--- src/rtl/cache2w_pkg.sv ---
package cache2w_pkg;

   typedef enum logic [1:0] {
      ST_IDLE,
      ST_LOOK,
      ST_WBACK,
      ST_FILL
   } cache_state_e;

endpackage

--- src/rtl/cache2w_tagstore.sv ---
module cache2w_tagstore #(
   parameter int TAG_W = 4,
   parameter int IDX_W = 2,
   parameter int WAYS  = 2
) (
   input  logic                         clk,
   input  logic                         rst_n,
   input  logic [IDX_W-1:0]             set_idx,
   output logic [WAYS-1:0][TAG_W-1:0]   way_tag,
   output logic [WAYS-1:0]              way_valid,
   output logic [WAYS-1:0]              way_dirty,
   output logic                         older_way,
   input  logic                         fill_done,
   input  logic                         fill_way,
   input  logic [TAG_W-1:0]             fill_tag,
   input  logic                         mark_dirty,
   input  logic                         dirty_way
);
   localparam int SETS = 1 << IDX_W;

   logic [TAG_W-1:0] tag_q   [SETS][WAYS];
   logic             valid_q [SETS][WAYS];
   logic             dirty_q [SETS][WAYS];
   logic             older_q [SETS];

   for (genvar s = 0; s < SETS; s++) begin : g_set
      always_ff @(posedge clk) begin
         if (!rst_n) begin
            older_q[s] <= 1'b0;
         end else if (fill_done && set_idx == IDX_W'(s)) begin
            older_q[s] <= ~fill_way;
         end
      end
      for (genvar w = 0; w < WAYS; w++) begin : g_way
         always_ff @(posedge clk) begin
            if (!rst_n) begin
               tag_q[s][w]   <= '0;
               valid_q[s][w] <= 1'b0;
               dirty_q[s][w] <= 1'b0;
            end else if (set_idx == IDX_W'(s)) begin
               if (fill_done && fill_way == w[0]) begin
                  tag_q[s][w]   <= fill_tag;
                  valid_q[s][w] <= 1'b1;
                  dirty_q[s][w] <= 1'b0;
               end else if (mark_dirty && dirty_way == w[0]) begin
                  dirty_q[s][w] <= 1'b1;
               end
            end
         end
      end
   end

   always_comb begin
      for (int w = 0; w < WAYS; w++) begin
         way_tag[w]   = tag_q[set_idx][w];
         way_valid[w] = valid_q[set_idx][w];
         way_dirty[w] = dirty_q[set_idx][w];
      end
      older_way = older_q[set_idx];
   end

endmodule

--- src/rtl/cache2w_datastore.sv ---
module cache2w_datastore #(
   parameter int DATA_W = 32,
   parameter int IDX_W  = 2,
   parameter int OFF_W  = 2,
   parameter int WAYS   = 2
) (
   input  logic              clk,
   input  logic [IDX_W-1:0]  set_idx,
   input  logic              rd_way,
   input  logic [OFF_W-1:0]  rd_off,
   output logic [DATA_W-1:0] rd_word,
   input  logic              wr_en,
   input  logic              wr_way,
   input  logic [OFF_W-1:0]  wr_off,
   input  logic [DATA_W-1:0] wr_data
);
   localparam int ENTRIES = (1 << IDX_W) * WAYS * (1 << OFF_W);
   localparam int ENT_W   = IDX_W + 1 + OFF_W;

   logic [DATA_W-1:0] store_q [ENTRIES];

   always_ff @(posedge clk) begin
      if (wr_en) begin
         store_q[ENT_W'({set_idx, wr_way, wr_off})] <= wr_data;
      end
   end

   assign rd_word = store_q[ENT_W'({set_idx, rd_way, rd_off})];

endmodule

--- src/rtl/cache2w_match.sv ---
module cache2w_match #(
   parameter int TAG_W = 4,
   parameter int WAYS  = 2
) (
   input  logic [TAG_W-1:0]           look_tag,
   input  logic [WAYS-1:0][TAG_W-1:0] way_tag,
   input  logic [WAYS-1:0]            way_valid,
   output logic                       hit,
   output logic                       hit_way
);
   logic [WAYS-1:0] hit_vec;

   for (genvar w = 0; w < WAYS; w++) begin : g_cmp
      assign hit_vec[w] = way_valid[w] && (way_tag[w] == look_tag);
   end

   assign hit     = |hit_vec;
   assign hit_way = hit_vec[1];

endmodule

--- src/rtl/cache2w_ctrl.sv ---
module cache2w_ctrl
   import cache2w_pkg::*;
#(
   parameter int ADDR_W = 10,
   parameter int DATA_W = 32,
   parameter int TAG_W  = 4,
   parameter int IDX_W  = 2,
   parameter int OFF_W  = 2,
   parameter int BOFF_W = 2,
   parameter int WAYS   = 2
) (
   input  logic                         clk,
   input  logic                         rst_n,
   input  logic                         cpu_req_valid,
   input  logic                         cpu_req_write,
   input  logic [ADDR_W-1:BOFF_W]       cpu_word_addr,
   input  logic [DATA_W-1:0]            cpu_req_wdata,
   output logic                         cpu_req_ready,
   output logic                         cpu_rsp_valid,
   output logic [DATA_W-1:0]            cpu_rsp_rdata,
   output logic                         mem_req_valid,
   output logic                         mem_req_write,
   output logic [ADDR_W-1:0]            mem_req_addr,
   output logic [DATA_W-1:0]            mem_req_wdata,
   input  logic                         mem_ack,
   input  logic [DATA_W-1:0]            mem_rdata,
   output logic [IDX_W-1:0]             set_idx,
   output logic [TAG_W-1:0]             look_tag,
   input  logic                         hit,
   input  logic                         hit_way,
   input  logic [WAYS-1:0][TAG_W-1:0]   way_tag,
   input  logic [WAYS-1:0]              way_valid,
   input  logic [WAYS-1:0]              way_dirty,
   input  logic                         older_way,
   output logic                         rd_way,
   output logic [OFF_W-1:0]             rd_off,
   input  logic [DATA_W-1:0]            rd_word,
   output logic                         wr_en,
   output logic                         wr_way,
   output logic [OFF_W-1:0]             wr_off,
   output logic [DATA_W-1:0]            wr_data,
   output logic                         fill_done,
   output logic                         fill_way,
   output logic                         mark_dirty,
   output logic                         dirty_way
);
   localparam int              WA_W     = ADDR_W - BOFF_W;
   localparam logic [OFF_W-1:0] LAST_OFF = OFF_W'((1 << OFF_W) - 1);

   cache_state_e      st_q;
   logic [WA_W-1:0]   req_q;
   logic              wr_q;
   logic [DATA_W-1:0] wd_q;
   logic              vict_q;
   logic [OFF_W-1:0]  cnt_q;
   logic              rsp_v_q;
   logic [DATA_W-1:0] rsp_d_q;

   logic [OFF_W-1:0]  req_off;
   logic              victim;

   assign look_tag = req_q[WA_W-1 -: TAG_W];
   assign set_idx  = req_q[OFF_W +: IDX_W];
   assign req_off  = req_q[OFF_W-1:0];

   // invalid way 0, then invalid way 1, then the less recently filled way
   always_comb begin
      if (!way_valid[0])      victim = 1'b0;
      else if (!way_valid[1]) victim = 1'b1;
      else                    victim = older_way;
   end

   always_comb begin
      cpu_req_ready = (st_q == ST_IDLE);
      mem_req_valid = 1'b0;
      mem_req_write = 1'b0;
      mem_req_addr  = '0;
      mem_req_wdata = '0;
      rd_way        = vict_q;
      rd_off        = cnt_q;
      wr_en         = 1'b0;
      wr_way        = vict_q;
      wr_off        = cnt_q;
      wr_data       = mem_rdata;
      fill_done     = 1'b0;
      fill_way      = vict_q;
      mark_dirty    = 1'b0;
      dirty_way     = hit_way;
      case (st_q)
         ST_LOOK: begin
            rd_way = hit_way;
            rd_off = req_off;
            if (hit && wr_q) begin
               wr_en      = 1'b1;
               wr_way     = hit_way;
               wr_off     = req_off;
               wr_data    = wd_q;
               mark_dirty = 1'b1;
            end
         end
         ST_WBACK: begin
            mem_req_valid = 1'b1;
            mem_req_write = 1'b1;
            mem_req_addr  = {way_tag[vict_q], set_idx, cnt_q, {BOFF_W{1'b0}}};
            mem_req_wdata = rd_word;
         end
         ST_FILL: begin
            mem_req_valid = 1'b1;
            mem_req_addr  = {look_tag, set_idx, cnt_q, {BOFF_W{1'b0}}};
            if (mem_ack) begin
               wr_en     = 1'b1;
               fill_done = (cnt_q == LAST_OFF);
            end
         end
         default: ;
      endcase
   end

   always_ff @(posedge clk) begin
      if (!rst_n) begin
         st_q    <= ST_IDLE;
         req_q   <= '0;
         wr_q    <= 1'b0;
         wd_q    <= '0;
         vict_q  <= 1'b0;
         cnt_q   <= '0;
         rsp_v_q <= 1'b0;
         rsp_d_q <= '0;
      end else begin
         rsp_v_q <= 1'b0;
         case (st_q)
            ST_IDLE: begin
               if (cpu_req_valid) begin
                  req_q <= cpu_word_addr;
                  wr_q  <= cpu_req_write;
                  wd_q  <= cpu_req_wdata;
                  st_q  <= ST_LOOK;
               end
            end
            ST_LOOK: begin
               if (hit) begin
                  rsp_v_q <= 1'b1;
                  rsp_d_q <= wr_q ? wd_q : rd_word;
                  st_q    <= ST_IDLE;
               end else begin
                  vict_q <= victim;
                  cnt_q  <= '0;
                  st_q   <= (way_valid[victim] && way_dirty[victim]) ? ST_WBACK : ST_FILL;
               end
            end
            ST_WBACK: begin
               if (mem_ack) begin
                  cnt_q <= cnt_q + 1'b1;
                  if (cnt_q == LAST_OFF) st_q <= ST_FILL;
               end
            end
            ST_FILL: begin
               if (mem_ack) begin
                  cnt_q <= cnt_q + 1'b1;
                  if (cnt_q == LAST_OFF) st_q <= ST_LOOK;
               end
            end
            default: st_q <= ST_IDLE;
         endcase
      end
   end

   assign cpu_rsp_valid = rsp_v_q;
   assign cpu_rsp_rdata = rsp_d_q;

endmodule

--- src/rtl/wb_cache2w.sv ---
module wb_cache2w #(
   parameter int ADDR_W = 10,
   parameter int DATA_W = 32,
   parameter int TAG_W  = 4,
   parameter int IDX_W  = 2,
   parameter int OFF_W  = 2,
   parameter int WAYS   = 2
) (
   input  logic              clk,
   input  logic              rst_n,
   input  logic              cpu_req_valid,
   input  logic              cpu_req_write,
   input  logic [ADDR_W-1:0] cpu_req_addr,
   input  logic [DATA_W-1:0] cpu_req_wdata,
   output logic              cpu_req_ready,
   output logic              cpu_rsp_valid,
   output logic [DATA_W-1:0] cpu_rsp_rdata,
   output logic              mem_req_valid,
   output logic              mem_req_write,
   output logic [ADDR_W-1:0] mem_req_addr,
   output logic [DATA_W-1:0] mem_req_wdata,
   input  logic              mem_ack,
   input  logic [DATA_W-1:0] mem_rdata
);
   localparam int BOFF_W = $clog2(DATA_W / 8);

   if (TAG_W + IDX_W + OFF_W + BOFF_W != ADDR_W) begin : g_chk_split
      $error("address fields do not add up to ADDR_W");
   end
   if (WAYS != 2) begin : g_chk_ways
      $error("replacement logic supports exactly two ways");
   end
   if (DATA_W % 8 != 0 || DATA_W < 16) begin : g_chk_data
      $error("DATA_W must be a whole number of bytes, at least two");
   end

   logic [IDX_W-1:0]           set_idx;
   logic [TAG_W-1:0]           look_tag;
   logic [WAYS-1:0][TAG_W-1:0] way_tag;
   logic [WAYS-1:0]            way_valid;
   logic [WAYS-1:0]            way_dirty;
   logic                       older_way;
   logic                       hit;
   logic                       hit_way;
   logic                       rd_way;
   logic [OFF_W-1:0]           rd_off;
   logic [DATA_W-1:0]          rd_word;
   logic                       wr_en;
   logic                       wr_way;
   logic [OFF_W-1:0]           wr_off;
   logic [DATA_W-1:0]          wr_data;
   logic                       fill_done;
   logic                       fill_way;
   logic                       mark_dirty;
   logic                       dirty_way;

   cache2w_tagstore #(.TAG_W(TAG_W), .IDX_W(IDX_W), .WAYS(WAYS)) u_tags (
      .clk        (clk),
      .rst_n      (rst_n),
      .set_idx    (set_idx),
      .way_tag    (way_tag),
      .way_valid  (way_valid),
      .way_dirty  (way_dirty),
      .older_way  (older_way),
      .fill_done  (fill_done),
      .fill_way   (fill_way),
      .fill_tag   (look_tag),
      .mark_dirty (mark_dirty),
      .dirty_way  (dirty_way)
   );

   cache2w_match #(.TAG_W(TAG_W), .WAYS(WAYS)) u_match (
      .look_tag  (look_tag),
      .way_tag   (way_tag),
      .way_valid (way_valid),
      .hit       (hit),
      .hit_way   (hit_way)
   );

   cache2w_datastore #(.DATA_W(DATA_W), .IDX_W(IDX_W), .OFF_W(OFF_W), .WAYS(WAYS)) u_data (
      .clk     (clk),
      .set_idx (set_idx),
      .rd_way  (rd_way),
      .rd_off  (rd_off),
      .rd_word (rd_word),
      .wr_en   (wr_en),
      .wr_way  (wr_way),
      .wr_off  (wr_off),
      .wr_data (wr_data)
   );

   cache2w_ctrl #(
      .ADDR_W(ADDR_W), .DATA_W(DATA_W), .TAG_W(TAG_W), .IDX_W(IDX_W),
      .OFF_W(OFF_W), .BOFF_W(BOFF_W), .WAYS(WAYS)
   ) u_ctrl (
      .clk           (clk),
      .rst_n         (rst_n),
      .cpu_req_valid (cpu_req_valid),
      .cpu_req_write (cpu_req_write),
      .cpu_word_addr (cpu_req_addr[ADDR_W-1:BOFF_W]),
      .cpu_req_wdata (cpu_req_wdata),
      .cpu_req_ready (cpu_req_ready),
      .cpu_rsp_valid (cpu_rsp_valid),
      .cpu_rsp_rdata (cpu_rsp_rdata),
      .mem_req_valid (mem_req_valid),
      .mem_req_write (mem_req_write),
      .mem_req_addr  (mem_req_addr),
      .mem_req_wdata (mem_req_wdata),
      .mem_ack       (mem_ack),
      .mem_rdata     (mem_rdata),
      .set_idx       (set_idx),
      .look_tag      (look_tag),
      .hit           (hit),
      .hit_way       (hit_way),
      .way_tag       (way_tag),
      .way_valid     (way_valid),
      .way_dirty     (way_dirty),
      .older_way     (older_way),
      .rd_way        (rd_way),
      .rd_off        (rd_off),
      .rd_word       (rd_word),
      .wr_en         (wr_en),
      .wr_way        (wr_way),
      .wr_off        (wr_off),
      .wr_data       (wr_data),
      .fill_done     (fill_done),
      .fill_way      (fill_way),
      .mark_dirty    (mark_dirty),
      .dirty_way     (dirty_way)
   );

endmodule

--- config.mk ---
export PLATFORM = sky130hd
export DESIGN_NAME = wb_cache2w
export DESIGN_NICKNAME = d
export VERILOG_FILES = /design/src/rtl/cache2w_pkg.sv /design/src/rtl/cache2w_tagstore.sv /design/src/rtl/cache2w_datastore.sv /design/src/rtl/cache2w_match.sv /design/src/rtl/cache2w_ctrl.sv /design/src/rtl/wb_cache2w.sv
export SDC_FILE = /design/constraint.sdc
export NUM_CORES = 2
export LEC_CHECK = 0
export ABC_CLOCK_PERIOD_IN_PS = 7800
export BUFFER_PORTS_ARGS = -buffer_cell sky130_fd_sc_hd__buf_2
export CAP_MARGIN = 5
export CORE_MARGIN = 5
export CORE_UTILIZATION = 45
export DETAILED_ROUTE_END_ITERATION = 8
export PLACE_DENSITY = 0.62
export SETUP_SLACK_MARGIN = 0.1
export SLEW_MARGIN = 10
export SYNTH_ARGS = -nofsm -noshare
export SYNTH_HDL_FRONTEND = slang
export SYNTH_SLANG_ARGS = --single-unit
--- constraint.sdc ---
create_clock -name clk -period 7.8 [get_ports clk]
set_clock_uncertainty 0.05 [all_clocks]
set_input_delay 0.78 -clock clk [delete_from_list [all_inputs] [get_ports clk]]
set_output_delay 0.78 -clock clk [all_outputs]
set_load 0.1 [all_outputs]
# ---- Word level (Yosys, flattened, before mapping)
# Memories as Yosys holds them, arrays and structs flattened. A register that Yosys moved wholly into a read port is not among the register bits.
# Cells that the tools add are included.
dict set report classes {
  add_sub_neg 1
  magnitude_cmp 2
  n_eq_ne 16
  mux 152
  bitwise 39
  reduce_logical 23
}
# op n
set ops {}
lappend ops {{2-to-1 mux 32 bit} 4}
lappend ops {{2-to-1 mux 1 bit} 115}
lappend ops {{2-to-1 mux 4 bit} 10}
lappend ops {{2-to-1 mux 2 bit} 19}
lappend ops {{OR 1 bit} 36}
lappend ops {{case mux 10 bit (2 select lines)} 1}
lappend ops {{logical AND 1 bit} 12}
lappend ops {{== test 2 bit, second input constant} 5}
lappend ops {{== test 4 bit} 2}
lappend ops {{inequality test 2 bit, second input constant} 4}
lappend ops {{case mux 2 bit (4 select lines)} 1}
lappend ops {{AND reduction 2 bit} 4}
lappend ops {{inequality test 2 x 1 -> 1 bit, second input constant} 3}
lappend ops {{AND reduction 5 bit} 1}
lappend ops {{== test 2 x 1 -> 1 bit, second input constant} 2}
lappend ops {{zero test 2 bit} 2}
lappend ops {{< comparator 1 x 2 -> 1 bit, second input constant} 2}
lappend ops {{case mux 2 bit (2 select lines)} 1}
lappend ops {{OR reduction 2 bit} 2}
lappend ops {{inverter 1 bit} 3}
lappend ops {{AND reduction 3 bit} 1}
lappend ops {{adder 2 x 1 -> 2 bit, second input constant} 1}
lappend ops {{case mux 1 bit (2 select lines)} 1}
lappend ops {{nonzero test 2 bit} 1}
dict set report totals {
  regBits 79
  ram_bits 1076
  in_bits 79
  elab_cells 246
  mem_count 5
}
# name depth width read_ports rd_ports_with_merged_regs write_ports line
set memory_table {}
lappend memory_table {u_data.store_q 32 32 1 0 1 cache2w_datastore.sv:20} ;# logic [DATA_W-1:0] store_q [ENTRIES];
lappend memory_table {u_tags.tag_q 4 8 1 1 4 cache2w_tagstore.sv:21} ;# logic [TAG_W-1:0] tag_q [SETS][WAYS];
lappend memory_table {u_tags.dirty_q 4 2 1 1 4 cache2w_tagstore.sv:23} ;# logic dirty_q [SETS][WAYS];
lappend memory_table {u_tags.valid_q 4 2 1 1 4 cache2w_tagstore.sv:22} ;# logic valid_q [SETS][WAYS];
lappend memory_table {u_tags.older_q 4 1 1 1 4 cache2w_tagstore.sv:24} ;# logic older_q [SETS];

# ---- Depth between registers and ports, before layout
dict set report depth {
  depth_word 13
  depth_mapped 11
  depth_no_buf 8
}

# ---- Cells and area by module
# A second synthesis with hierarchy kept.
dict set report hier_totals {
  hier_cells 2782
  hier_area_um2 46861.2
}
# mod instances cells_per_inst area_per_inst_um2 seq_area_each_um2
set modules_own_cells {}
lappend modules_own_cells {cache2w_datastore 1 2135 39965.8 30749.5}
lappend modules_own_cells {cache2w_ctrl 1 470 4360.4 1581.5}
lappend modules_own_cells {cache2w_tagstore 1 162 2419.8 1531.5}
lappend modules_own_cells {cache2w_match 1 15 115.1 0.0}

# ---- Worst setup path after synthesis
# OpenSTA, ideal clock, no wires.
dict set report synth_path {
  kind {register to register}
  start {register (tool-made name)}
  end {memory u_data.store_q[15][0], enable pin}
  setup_time_ps 461
  arrival_time_ps 4528
  required_time_ps 7289
  setup_slack_ps 2760
  path_stages_with_launch 9
  path_buffers 1
  synth_period_minus_slack_ps 5040
  path_cell_list {dfxtp_1 buf_6 mux4_2 xnor2_1 nand3_1 nor2_4 o211ai_2 mux2_2 nor3_1}
}
# item line
set synth_rtl {}
lappend synth_rtl {{end, declared} cache2w_datastore.sv:20}

# ---- Worst setup path after layout
dict set report layout_path {
  start {register u_ctrl.st_q[1]}
  end {output port mem_req_wdata[12]}
}
dict set report layout_via {
  elab_chain_len 4
}
# item line
set layout_lines {}
lappend layout_lines {{start, declared} cache2w_ctrl.sv:50} ;# cache_state_e st_q;
lappend layout_lines {{start signal, assigned} cache2w_ctrl.sv:148} ;# st_q <= (way_valid[victim] && way_dirty[victim]) ? ST_WBACK : ST_FILL;
lappend layout_lines {{== test 2 x 1 -> 1 bit} cache2w_ctrl.sv:89} ;# case (st_q)
lappend layout_lines {{2-to-1 mux 2 bit / 2-to-1 mux 1 bit (equally long branches)} cache2w_ctrl.sv:89}
lappend layout_lines {{memory read (32 x 32 bit)} --}
lappend layout_lines {{2-to-1 mux 32 bit *} cache2w_ctrl.sv:89}
lappend layout_lines {{end, declared} wb_cache2w.sv:21} ;# output logic [DATA_W-1:0] mem_req_wdata,
# Every way passes the cells marked *; elsewhere a longest branch is shown, timed or not.

==> impl_results.md <==
- Library cells used by synthesis: 48
- Final hold vios: 0
- WL/cell: 29.5 microns
- Initial DRC Count: 2,816
- Pwr Total: 0.0136 W
- Power Density: 265 nW/um^2
- Synth top area share: 71.6%
- Clock Path Buffers: 3
- Starting Density: 45.2%
- # nets final: 2,592
- Initial antenna violation count: 2
- Ratio of final minimum period to clock period: 76.0%
- Relative slew slack: 18.1%
- CTS buffer count: 113
- Seq/Total Area, Yosys: 75.3%
- Number of setup buffers added after CTS: 0
- First-pass GRT wire length: 166,000 microns
- YS warnings: 0
- Slew Viols, Final: 0
- Clock transition at path regs: 60 ps
- Crit path top cell by count: buf_12
- GRT overflow: 0
- Worst skew pair latency: 690 ps
- Outcome: finished, final reports clean
- Fraction of layout cells with a size suffix above 1: 28.9%
- Met2 usage: 35.2%
- Htree depth: 3
- Yosys reg bits: 1,157
- Post-CTS sizing: 0
- Max FO, Critical Path: 63
- Root buf cell: clkbuf_16
- Via count: 23.6k
- Rows: 116
- CP endpoint kind: output pin
- Core box area: 99,700 sq um
- Most frequent cell after synthesis: edfxtp_1
- Fmax: 169 MHz
- Top Family by Delay on Critical Path: multiplexers
- Worst path cell trace: inv_1, ha_1, mux2i_4, buf_12, buf_12, mux4_2, a22oi_1, nand2_1, mux2i_1, nor2_1, buf_2
- Area grow syn2layout: 14.0%
- IO buf count: 152
- Static Leak: 16.9 nW
- Drt via density: 6.05
- Top cells by count, synth: 1,073 x edfxtp_1, 269 x mux4_2, 165 x nand2_1
- M3 GR Usage: 3.83%
- Synth Cell Area: 45,000 sq um
- GR peak layer: met2
- CTS tree: built
- Crit path launch type: register
- Post-synth EDFFs: 1,073
- Slowest CP cell: ha_1
- Fillers: 7,857
- Max rail drop VDD: 0.000202 V
- Met1 global-route usage: 30.2%
- Slew @ Worst Pin: 1230 ps
- Post-synth ARST share: 0%
- Largest net degree at the start of global routing: 129
- MaxCap Viol Count: 0
- ANT cells: 0
- Antenna violation net count after detailed routing: 0
- Die area: 106,000 sq um
- Top Ports: 157
- Hold-fix buffers at CTS: 0
- Area contributors post-synth: edfxtp_1 72%, mux4_2 13%, dfxtp_1 3.7%
- Drt first pass iters: 5
- CP Buf/Inv Count: 4
- Arrival time worst endpoint: 5100 ps
- Critical path class: register to output pin
- Overall routing resource usage: 21.3%
- Post-synth top area cell: edfxtp_1
- Syn Area/Cell: 19.5 sq um
- DR DRC count: 0
- Gate count after technology mapping: 2,309
- Required time of the critical path: 6970 ps
- Detailed Place HPWL: 65,800 microns
- Hold Path Class: primary input to register
- Critical Path Max Stage Delay: 640 ps
- DRT Wirelength: 115,000 microns
- Vias in the first global route: 24.0k
- RSZ-0062 raised after global routing: no
- Gp weighted congestion: 0.798
- Die Height: 326 microns
- Setup TNS: 0 ps
- Top_reg_cell synth: edfxtp_1
- CTS sink cnt: 1,157
- DIE WIDTH: 326 microns
- Final min period: 5930 ps
- Endpoints failing setup: 0
==> worst min-delay path, stage by stage <==
cell     delay [ps]
buf_2           100
nand2_1          40
a21oi_1          50
==> cell type report <==
type,count,area [sq um],share of cell area (%)
clock inverters,58,517,1.01
well taps,1298,1620,3.16
inverters,10,37.5,0.0731
clock buffers,156,3080,6.00
repair buffers,236,1460,2.85
flip-flops and latches,1157,33900,66.0
multi-input cells,990,10700,20.9
==> power by group <==
| group | switching (W) | internal [W] | leakage [nW] | total [W] |
|---|---|---|---|---|
| sequential | 0.0000625 | 0.00684 | 10.4 | 0.00690 |
| combinational | 0.000962 | 0.000454 | 4.74 | 0.00142 |
| clock | 0.00230 | 0.00297 | 1.74 | 0.00527 |
| total | 0.00333 | 0.0103 | 16.9 | 0.0136 |
==> layer usage <==
layer	wire length [microns]	up-vias
met4	2060	0
met3	9490	142
li1	-	9849
met5	0	-
met1	47200	12600
met2	56400	1052
==> cells by family (layout without fill, tap and decap cells) <==
| group | Yosys count | after routing | share of synthesized area [%] |
|---|---|---|---|
| other | 1 | 2 | 0.00833 |
| buffers and inverters | 163 | 460 | 1.49 |
| and+or+nand+nor | 398 | 398 | 4.02 |
| adders and majority gates | 5 | 5 | 0.139 |
| muxes | 344 | 344 | 15.2 |
| AOI/OAI and AO/OA | 233 | 233 | 3.68 |
| DFF | 1157 | 1157 | 75.3 |
| xor gates and xnor gates | 8 | 8 | 0.156 |
==> cell usage in the layout (no fill, tap or decap), types with 32 or more instances in the layout <==
master and n:
a21oi_1 50, a22oi_1 128, and2_1 40, buf_2 151, buf_4 79, clkbuf_1 35
clkbuf_16 114, dfxtp_1 83, edfxtp_1 1073, mux2_2 33, mux2i_1 38, mux4_2 269
nand2_1 164, nand3_1 71, nor2_1 61, nor3_2 32
==> through the flow <==
| stage | utilization (%) | cells | setup WS [ps] | hold slack, ps | instance area [sq um] |
|---|---|---|---|---|---|
| 2_1_floorplan | - | 2310 | 2760 | 371 | 45000 |
| 3_3_place_gp | 47.9 | 3690 | 2250 | 384 | 47700 |
| 3_5_place_dp | 47.9 | 3691 | 2200 | 395 | 47700 |
| 4_1_cts | 51.5 | 3905 | 1770 | 240 | 51300 |
| 5_1_grt | 51.5 | 3905 | 1510 | 259 | 51300 |
| 6_report | 51.5 | 3905 | 1870 | 284 | 51300 |
==> registers in the layout, indices dropped and copies added (netlist names), 4 cells and up, named ones only <==
| signal | flops |
|---|---|
| u_ctrl.wd_q | 32 |
| u_tags.valid_q | 8 |
| u_ctrl.req_q | 8 |
| u_tags.tag_q | 32 |
| u_ctrl.cpu_rsp_rdata | 32 |
| u_data.store_q | 1024 |
| u_tags.dirty_q | 8 |
| u_tags.older_q | 4 |
==> final timing paths <==
check | startpoint | endpoint | slack (ps) | depth (start not counted)
max | u_ctrl.st_q[1] | mem_req_wdata[12] | 1870 | 11
min | cpu_req_wdata[13] | u_ctrl.wd_q[13] | 280 | 3
max reg2reg | register | u_data.store_q[1][9] | 2190 | 10
min reg2reg | u_tags.valid_q[2][1] | u_tags.valid_q[2][1] | 400 | 1
No activity file was read; power rests on OpenSTA's default activity.
